File: config.mk
export PLATFORM = sky130hd
export DESIGN_NAME = tod_calendar_rf
export DESIGN_NICKNAME = d
export VERILOG_FILES = /design/src/rtl/tod_pkg.sv /design/src/rtl/tod_rst_sync.sv /design/src/rtl/tod_bcd_step.sv /design/src/rtl/tod_month_days.sv /design/src/rtl/tod_advance.sv /design/src/rtl/tod_calendar_rf.sv
export SDC_FILE = /design/constraint.sdc
export NUM_CORES = 1
export LEC_CHECK = 0
export BUFFER_PORTS_ARGS = -buffer_cell sky130_fd_sc_hd__buf_2
export CELL_PAD_IN_SITES_DETAIL_PLACEMENT = 0
export CELL_PAD_IN_SITES_GLOBAL_PLACEMENT = 1
export CORE_MARGIN = 1
export CORE_UTILIZATION = 34
export CTS_CLUSTER_SIZE = 14
export DETAILED_ROUTE_END_ITERATION = 8
export PLACE_DENSITY = 0.62
export SYNTH_ARGS = -nofsm -noshare
export SYNTH_HDL_FRONTEND = slang
export SYNTH_HIERARCHICAL = 1
export SYNTH_SLANG_ARGS = --single-unit
File: constraint.sdc
create_clock -name clk -period 5.6 [get_ports clk]
set_input_delay 1.12 -clock clk [delete_from_list [all_inputs] [get_ports clk]]
set_output_delay 1.12 -clock clk [all_outputs]
set_load 0.05 [all_outputs]
File: src/rtl/tod_pkg.sv
package tod_pkg;

  // Register offsets inside the eight-byte window
  localparam logic [2:0] OFS_CTRL = 3'd0;
  localparam logic [2:0] OFS_SEC  = 3'd1;
  localparam logic [2:0] OFS_MIN  = 3'd2;
  localparam logic [2:0] OFS_HOUR = 3'd3;
  localparam logic [2:0] OFS_DOW  = 3'd4;
  localparam logic [2:0] OFS_DATE = 3'd5;
  localparam logic [2:0] OFS_MON  = 3'd6;
  localparam logic [2:0] OFS_YEAR = 3'd7;

  // Control byte bit positions
  localparam int CTL_HOLD   = 7;
  localparam int CTL_FREEZE = 6;

  // Field widths
  localparam int SEC_W  = 7;
  localparam int MIN_W  = 7;
  localparam int HOUR_W = 6;
  localparam int DOW_W  = 3;
  localparam int DATE_W = 6;
  localparam int MON_W  = 5;
  localparam int YEAR_W = 8;

  typedef struct packed {
    logic [YEAR_W-1:0] yr;
    logic [MON_W-1:0]  mon;
    logic [DATE_W-1:0] date;
    logic [DOW_W-1:0]  dow;
    logic [HOUR_W-1:0] hr;
    logic [MIN_W-1:0]  min;
    logic [SEC_W-1:0]  sec;
  } tod_t;

  localparam tod_t TOD_RESET = '{yr: 8'h00, mon: 5'h01, date: 6'h01, dow: 3'd1,
                                 hr: 6'h00, min: 7'h00, sec: 7'h00};

endpackage

File: src/rtl/tod_rst_sync.sv
module tod_rst_sync #(
  parameter int STAGES = 2
) (
  input  logic clk,
  input  logic rst_n,
  output logic srst_n
);

  logic [STAGES-1:0] sync_q;

  always_ff @(posedge clk or negedge rst_n) begin
    if (!rst_n) sync_q <= '0;
    else        sync_q <= {sync_q[STAGES-2:0], 1'b1};
  end

  assign srst_n = sync_q[STAGES-1];

endmodule

File: src/rtl/tod_bcd_step.sv
// One packed-BCD field: steps by one when enabled, wraps to LO at or above hi.
module tod_bcd_step #(
  parameter int             W  = 7,
  parameter logic [W-1:0]   LO = '0
) (
  input  logic         en,
  input  logic [W-1:0] cur,
  input  logic [W-1:0] hi,
  output logic [W-1:0] nxt,
  output logic         carry
);

  logic at_top;
  logic [W-1:0] inc;

  assign at_top = (cur >= hi);
  assign carry  = en & at_top;

  generate
    if (W > 4) begin : g_two_digit
      always_comb begin
        if (cur[3:0] >= 4'd9) inc = {cur[W-1:4] + 1'b1, 4'd0};
        else                  inc = {cur[W-1:4], cur[3:0] + 4'd1};
      end
    end else begin : g_one_digit
      always_comb inc = cur + W'(1);
    end
  endgenerate

  always_comb begin
    nxt = cur;
    if (en) nxt = at_top ? LO : inc;
  end

endmodule

File: src/rtl/tod_month_days.sv
// Last valid date (BCD) for a month, with the leap rule on the BCD year.
module tod_month_days (
  input  logic [4:0] mon,
  input  logic [7:0] yr,
  output logic [5:0] last_day
);

  logic leap;

  always_comb begin
    if (yr[4]) leap = (yr[3:0] == 4'd2) || (yr[3:0] == 4'd6);
    else       leap = (yr[3:0] == 4'd0) || (yr[3:0] == 4'd4) || (yr[3:0] == 4'd8);
  end

  always_comb begin
    case (mon)
      5'h02:                      last_day = leap ? 6'h29 : 6'h28;
      5'h04, 5'h06, 5'h09, 5'h11: last_day = 6'h30;
      default:                    last_day = 6'h31;
    endcase
  end

endmodule

File: src/rtl/tod_advance.sv
// Ripple-carry chain of BCD fields for one second step.
module tod_advance
  import tod_pkg::*;
(
  input  logic step,
  input  tod_t cur,
  output tod_t nxt
);

  logic c_sec, c_min, c_hr, c_date, c_mon, c_yr, c_dow;
  logic [DATE_W-1:0] last_day;

  tod_month_days u_mdays (.mon(cur.mon), .yr(cur.yr), .last_day(last_day));

  tod_bcd_step #(.W(SEC_W), .LO('0)) u_sec (
    .en(step), .cur(cur.sec), .hi(7'h59), .nxt(nxt.sec), .carry(c_sec));
  tod_bcd_step #(.W(MIN_W), .LO('0)) u_min (
    .en(c_sec), .cur(cur.min), .hi(7'h59), .nxt(nxt.min), .carry(c_min));
  tod_bcd_step #(.W(HOUR_W), .LO('0)) u_hr (
    .en(c_min), .cur(cur.hr), .hi(6'h23), .nxt(nxt.hr), .carry(c_hr));
  tod_bcd_step #(.W(DOW_W), .LO(3'd1)) u_dow (
    .en(c_hr), .cur(cur.dow), .hi(3'd7), .nxt(nxt.dow), .carry(c_dow));
  tod_bcd_step #(.W(DATE_W), .LO(6'h01)) u_date (
    .en(c_hr), .cur(cur.date), .hi(last_day), .nxt(nxt.date), .carry(c_date));
  tod_bcd_step #(.W(MON_W), .LO(5'h01)) u_mon (
    .en(c_date), .cur(cur.mon), .hi(5'h12), .nxt(nxt.mon), .carry(c_mon));
  tod_bcd_step #(.W(YEAR_W), .LO('0)) u_yr (
    .en(c_mon), .cur(cur.yr), .hi(8'h99), .nxt(nxt.yr), .carry(c_yr));

  logic unused_carries;
  assign unused_carries = c_yr ^ c_dow;

endmodule

File: src/rtl/tod_calendar_rf.sv
module tod_calendar_rf
  import tod_pkg::*;
#(
  parameter int ADDR_W = 11
) (
  input  logic              clk,
  input  logic              rst_n,
  input  logic              tick_1hz,
  input  logic              bus_en,
  input  logic              bus_we,
  input  logic [ADDR_W-1:0] bus_addr,
  input  logic [7:0]        bus_wdata,
  output logic [7:0]        bus_rdata
);

  localparam int WIN_HI = ADDR_W - 1;

  logic srst_n;
  tod_rst_sync #(.STAGES(2)) u_rst (.clk(clk), .rst_n(rst_n), .srst_n(srst_n));

  // ---------------- state ----------------
  tod_t live_q, stage_q, view_q;
  tod_t live_d, stage_d, view_d;
  logic hold_q, freeze_q, pend_q, stop_q, kick_q, ftest_q;
  logic hold_d, freeze_d, pend_d, stop_d, kick_d, ftest_d;
  logic [5:0] cal_q, cal_d;
  logic [7:0] rdata_d;

  // ---------------- decode ----------------
  logic       in_win, wr_any, rd_req, wr_ctrl;
  logic [2:0] ofs;
  logic       tick_ok, hold_set, hold_clr;

  assign in_win   = &bus_addr[WIN_HI:3];
  assign ofs      = bus_addr[2:0];
  assign wr_any   = bus_en & bus_we & in_win;
  assign rd_req   = bus_en & ~bus_we;
  assign wr_ctrl  = wr_any & (ofs == OFS_CTRL);
  assign tick_ok  = tick_1hz & ~stop_q;
  assign hold_set = wr_ctrl &  bus_wdata[CTL_HOLD] & ~hold_q;
  assign hold_clr = wr_ctrl & ~bus_wdata[CTL_HOLD] &  hold_q;

  // ---------------- advance path (shared) ----------------
  tod_t adv_src, adv_out;
  logic adv_step;

  assign adv_src  = hold_q ? stage_q : live_q;
  assign adv_step = hold_q ? (pend_q | tick_ok) : tick_ok;

  tod_advance u_adv (.step(adv_step), .cur(adv_src), .nxt(adv_out));

  // ---------------- next state ----------------
  always_comb begin
    live_d = live_q;
    if ((!hold_q && !hold_set) || hold_clr) live_d = adv_out;
  end

  always_comb begin
    stage_d = stage_q;
    if (hold_set) begin
      stage_d = live_q;
    end else if (hold_q && !hold_clr && wr_any) begin
      case (ofs)
        OFS_SEC:  stage_d.sec  = bus_wdata[SEC_W-1:0];
        OFS_MIN:  stage_d.min  = bus_wdata[MIN_W-1:0];
        OFS_HOUR: stage_d.hr   = bus_wdata[HOUR_W-1:0];
        OFS_DOW:  stage_d.dow  = bus_wdata[DOW_W-1:0];
        OFS_DATE: stage_d.date = bus_wdata[DATE_W-1:0];
        OFS_MON:  stage_d.mon  = bus_wdata[MON_W-1:0];
        OFS_YEAR: stage_d.yr   = bus_wdata[YEAR_W-1:0];
        default:  stage_d      = stage_q;
      endcase
    end
  end

  always_comb begin
    if (hold_set)                 pend_d = tick_ok;
    else if (hold_q && !hold_clr) pend_d = pend_q | tick_ok;
    else                          pend_d = 1'b0;
  end

  assign view_d = freeze_q ? view_q : live_q;

  always_comb begin
    hold_d   = hold_q;
    freeze_d = freeze_q;
    cal_d    = cal_q;
    stop_d   = stop_q;
    kick_d   = kick_q;
    ftest_d  = ftest_q;
    if (wr_ctrl) begin
      hold_d   = bus_wdata[CTL_HOLD];
      freeze_d = bus_wdata[CTL_FREEZE];
      cal_d    = bus_wdata[5:0];
    end
    if (wr_any && ofs == OFS_SEC)  stop_d  = bus_wdata[7];
    if (wr_any && ofs == OFS_HOUR) kick_d  = bus_wdata[7];
    if (wr_any && ofs == OFS_DOW)  ftest_d = bus_wdata[6];
  end

  // ---------------- read mux ----------------
  logic [7:0] rd_mux;

  always_comb begin
    rd_mux = 8'h00;
    if (in_win) begin
      case (ofs)
        OFS_CTRL: rd_mux = {hold_q, freeze_q, cal_q};
        OFS_SEC:  rd_mux = {stop_q, view_q.sec};
        OFS_MIN:  rd_mux = {1'b0, view_q.min};
        OFS_HOUR: rd_mux = {kick_q, 1'b0, view_q.hr};
        OFS_DOW:  rd_mux = {1'b0, ftest_q, 3'b000, view_q.dow};
        OFS_DATE: rd_mux = {2'b00, view_q.date};
        OFS_MON:  rd_mux = {3'b000, view_q.mon};
        OFS_YEAR: rd_mux = view_q.yr;
        default:  rd_mux = 8'h00;
      endcase
    end
  end

  assign rdata_d = rd_req ? rd_mux : bus_rdata;

  // ---------------- registers ----------------
  always_ff @(posedge clk or negedge srst_n) begin
    if (!srst_n) begin
      live_q    <= TOD_RESET;
      stage_q   <= TOD_RESET;
      view_q    <= TOD_RESET;
      hold_q    <= 1'b0;
      freeze_q  <= 1'b0;
      pend_q    <= 1'b0;
      stop_q    <= 1'b0;
      kick_q    <= 1'b0;
      ftest_q   <= 1'b0;
      cal_q     <= '0;
      bus_rdata <= 8'h00;
    end else begin
      live_q    <= live_d;
      stage_q   <= stage_d;
      view_q    <= view_d;
      hold_q    <= hold_d;
      freeze_q  <= freeze_d;
      pend_q    <= pend_d;
      stop_q    <= stop_d;
      kick_q    <= kick_d;
      ftest_q   <= ftest_d;
      cal_q     <= cal_d;
      bus_rdata <= rdata_d;
    end
  end

  // ---------------- assertions ----------------
  AST_STOP_FREEZES_TIME: assert property (@(posedge clk) disable iff (!srst_n)
    (stop_q && !hold_q) |=> $stable(live_q));
  AST_HOLD_KEEPS_LIVE: assert property (@(posedge clk) disable iff (!srst_n)
    hold_q |=> (!hold_q || $stable(live_q)));
  AST_PEND_GONE_WHEN_RUNNING: assert property (@(posedge clk) disable iff (!srst_n)
    (!hold_q && !hold_set) |=> !pend_q);
  AST_FREEZE_KEEPS_VIEW: assert property (@(posedge clk) disable iff (!srst_n)
    freeze_q |=> $stable(view_q));
  AST_RDATA_ONLY_ON_READ: assert property (@(posedge clk) disable iff (!srst_n)
    !(bus_en && !bus_we) |=> $stable(bus_rdata));

endmodule

==> impl_metrics.py <==
metrics = {
    "setup_path": {
        "worst-endpoint-required_ps": 5960,
        "worst_ep_arrival_time_ps": 4840,
        "critical_path_class": "flip-flop to flip-flop",
        "worstSetupStartpointType": "flip-flop",
        "end_kind": "flip-flop",
        "path_max_fanout": 23,
    },
    "sta": {
        "hold_viol": 0,
        "max_freq_mhz": 223,
        "finalWorstPathRequiredPeriod_ps": 4480,
        "fin_skew_ps": 12.8,
        "setup_viol": 0,
        "final_min_period_over_clock_period_pct": 80.0,
        "timing.max_slew.rel_slack_pct": 32.0,
        "timing_max_transition_violations_final": 0,
        "rsz_0062_raised_after_global_routing": "no",
        "timing.setup.tns_ps": 0,
        "slew_at_the_pin_closest_to_its_max_slew_limit_ps": 1020,
    },
    "routing": {
        "drt.antenna.violating_nets": 0,
        "vias_per_std_cell": 5.36,
        "num_vias": 6816,
        "first_pass_iters": 5,
        "wl_per_cell_um": 18.7,
        "drtIter0Drc": 364,
        "routed_wirelength_um": 23800,
        "remaining_drc_errors": 0,
    },
    "power_and_ir_drop": {
        "pnr_total_power_w": 0.00357,
        "power.ir.vdd_worst_mv": 0.185,
        "power_per_unit_of_standard_cell_area_nw_per_um2": 335,
        "leakagePower_nw": 4.94,
    },
    "floorplan": {
        "fp-row-count": 60,
        "ios": 32,
        "floorplan.die.width_um": 168,
        "core_area_um2": 27000,
        "dieArea_um2": 28200,
        "vertical_die_dimension_um": 168,
        "initial_core_util_pct": 34.7,
    },
    "finish": {
        "finish.instance_area_um2": 10600,
        "drive_gt1_share_pct": 24.0,
        "area_delta_synth_final_pct": 13.6,
        "postLayoutCoreUtil_pct": 39.4,
        "final.fill_count": 2669,
        "num_antenna_cells": 0,
        "finish.net_count": 1006,
    },
    "place": {
        "dp.final_hpwl_um": 16900,
        "io_buffers": 31,
        "routabilityCongestion": 0.760,
        "postPlaceCellArea_um2": 9980,
    },
    "clocking": {
        "post_cts_repair_setup_buffers": 0,
        "maximum_level_of_the_cts_h_tree": 4,
        "cts_tree": "done",
        "path_clk_slew_ps": 70,
        "count_of_instances_resized_after_the_clock_tree_is_built": 0,
        "clk_root_buffer_cell": "sky130_fd_sc_hd__clkbuf_16",
        "clkSinkCount": 148,
        "insertion_delay_to_the_later_sink_of_the_worst_skew_pair_ps": 430,
        "cts_max_path_buffers": 2,
        "cts_inserted_buffers": 17,
        "hold_buffers": 0,
    },
    "global_route": {
        "grt_first_pass_wirelength_um": 38600,
        "gr-usage-all-layers_pct": 17.7,
        "number_of_antenna_violations_at_the_first_check_in_global_routing": 0,
        "gr-total-overflow": 0,
        "grt_max_degree": 71,
        "via_count_of_the_first_global_routing_pass": 6721,
    },
    "run": {
        "cap_viol_max_count": 0,
    },
    "hold_path": {
        "min-delay-path-class": "flip-flop to asynchronous set/reset pin",
    },
    "logic_synthesis": {
        "syn_warnings": 6,
        "syn-instance-count": 870,
        "post_synth_design_cell_area_um2": 9370,
        "syn_area_per_cell_um2": 10.8,
    },
    "outcome": {
        "result_of_the_run": "complete, no violations",
    },
}
[sequential cells by signal, summed over array words and instances, names as in the netlist, 2 cells and up]
signal / count
bus_rdata: 8
cal_q: 6
live_q: 42
stage_q: 42
u_rst/sync_q: 2
view_q: 42
[final timing paths]
check                           startpoint         endpoint  slack [ps]  cells after the start
max                                 hold_q       live_q[41]        1120                     16
min                        u_rst/sync_q[1]       live_q[13]         310                      0
max reg2reg                         hold_q       live_q[41]        1120                     16
min reg2reg                u_rst/sync_q[1]       live_q[13]         310                      0
max in group asynchronous  u_rst/sync_q[1]           hold_q        3920                      1
min in group clk           u_rst/sync_q[0]  u_rst/sync_q[1]         350                      0
[layout make-up]
type,count,area [um2],share of cell area (%)
multi-input combinational,641,5340,50.2
sequential,148,3720,35.0
clock buffer,20,457,4.29
tap,341,427,4.01
inverter,68,255,2.40
timing repair buffer,42,238,2.23
clock inverter,12,203,1.90
[routing by layer]
metal	up-vias	wire length (um)	global-route usage, %
li1	3287	-	-
met1	3433	12000	25.2
met2	72	10700	27.1
met3	24	672	3.36
met4	0	380	5.15
met5	-	0	0
[report_power, final]
part	switching, W	internal (W)
combinational	0.000492	0.000423
clock	0.000467	0.000816
sequential	0.000146	0.00122
total	0.00111	0.00246
[through the flow]
| stage | worst slack (ps) | cells | hold slack (ps) |
|---|---|---|---|
| 4_1_cts | 1080 | 1272 | 342 |
| 6_report | 1120 | 1272 | 312 |
| 3_5_place_dp | 1110 | 1240 | 327 |
| 3_3_place_gp | 1120 | 1240 | 326 |
| 2_1_floorplan | 946 | 905 | 331 |
| 5_1_grt | 764 | 1272 | 358 |
[critical path, stage by stage, from the launching register on]
cell and delay [ps]:
sky130_fd_sc_hd__dfrtp_2 610, sky130_fd_sc_hd__buf_4 390, sky130_fd_sc_hd__mux2_2 420, sky130_fd_sc_hd__ha_1 310, sky130_fd_sc_hd__a21o_1 110, sky130_fd_sc_hd__a31oi_1 40, sky130_fd_sc_hd__o21ai_2 310, sky130_fd_sc_hd__and2_2 330
sky130_fd_sc_hd__and2_2 350, sky130_fd_sc_hd__and2_4 230, sky130_fd_sc_hd__inv_1 120, sky130_fd_sc_hd__nor2_1 140, sky130_fd_sc_hd__buf_4 230, sky130_fd_sc_hd__nand3_4 110, sky130_fd_sc_hd__or3_1 360, sky130_fd_sc_hd__a22oi_1 160
sky130_fd_sc_hd__mux2_1 150
[cells in the final DEF, fill, tap and decap left out, types with 5 or more instances in the layout]
cell,instances
sky130_fd_sc_hd__o22ai_1,34
sky130_fd_sc_hd__nor4_1,8
sky130_fd_sc_hd__dfrtp_1,136
sky130_fd_sc_hd__mux2_2,102
sky130_fd_sc_hd__a21o_1,14
sky130_fd_sc_hd__xor2_1,5
sky130_fd_sc_hd__o21ai_2,5
sky130_fd_sc_hd__ha_1,64
sky130_fd_sc_hd__nand2b_1,10
sky130_fd_sc_hd__buf_2,31
sky130_fd_sc_hd__mux2_1,38
sky130_fd_sc_hd__nor2b_1,8
sky130_fd_sc_hd__nor2_1,22
sky130_fd_sc_hd__dfstp_2,9
sky130_fd_sc_hd__o31ai_1,10
sky130_fd_sc_hd__clkbuf_16,17
sky130_fd_sc_hd__mux2i_1,11
sky130_fd_sc_hd__a2bb2oi_1,29
sky130_fd_sc_hd__a22oi_1,16
sky130_fd_sc_hd__nand3_1,14
sky130_fd_sc_hd__buf_4,11
sky130_fd_sc_hd__inv_1,68
sky130_fd_sc_hd__bufinv_16,5
sky130_fd_sc_hd__o21ai_0,18
sky130_fd_sc_hd__o2bb2ai_1,14
sky130_fd_sc_hd__nand2_1,40
sky130_fd_sc_hd__nand4_1,10
sky130_fd_sc_hd__a21oi_1,18
sky130_fd_sc_hd__a31oi_1,5
sky130_fd_sc_hd__a22o_1,5
sky130_fd_sc_hd__and2_1,5
sky130_fd_sc_hd__conb_1,40
(Power assumes the default switching activity.)
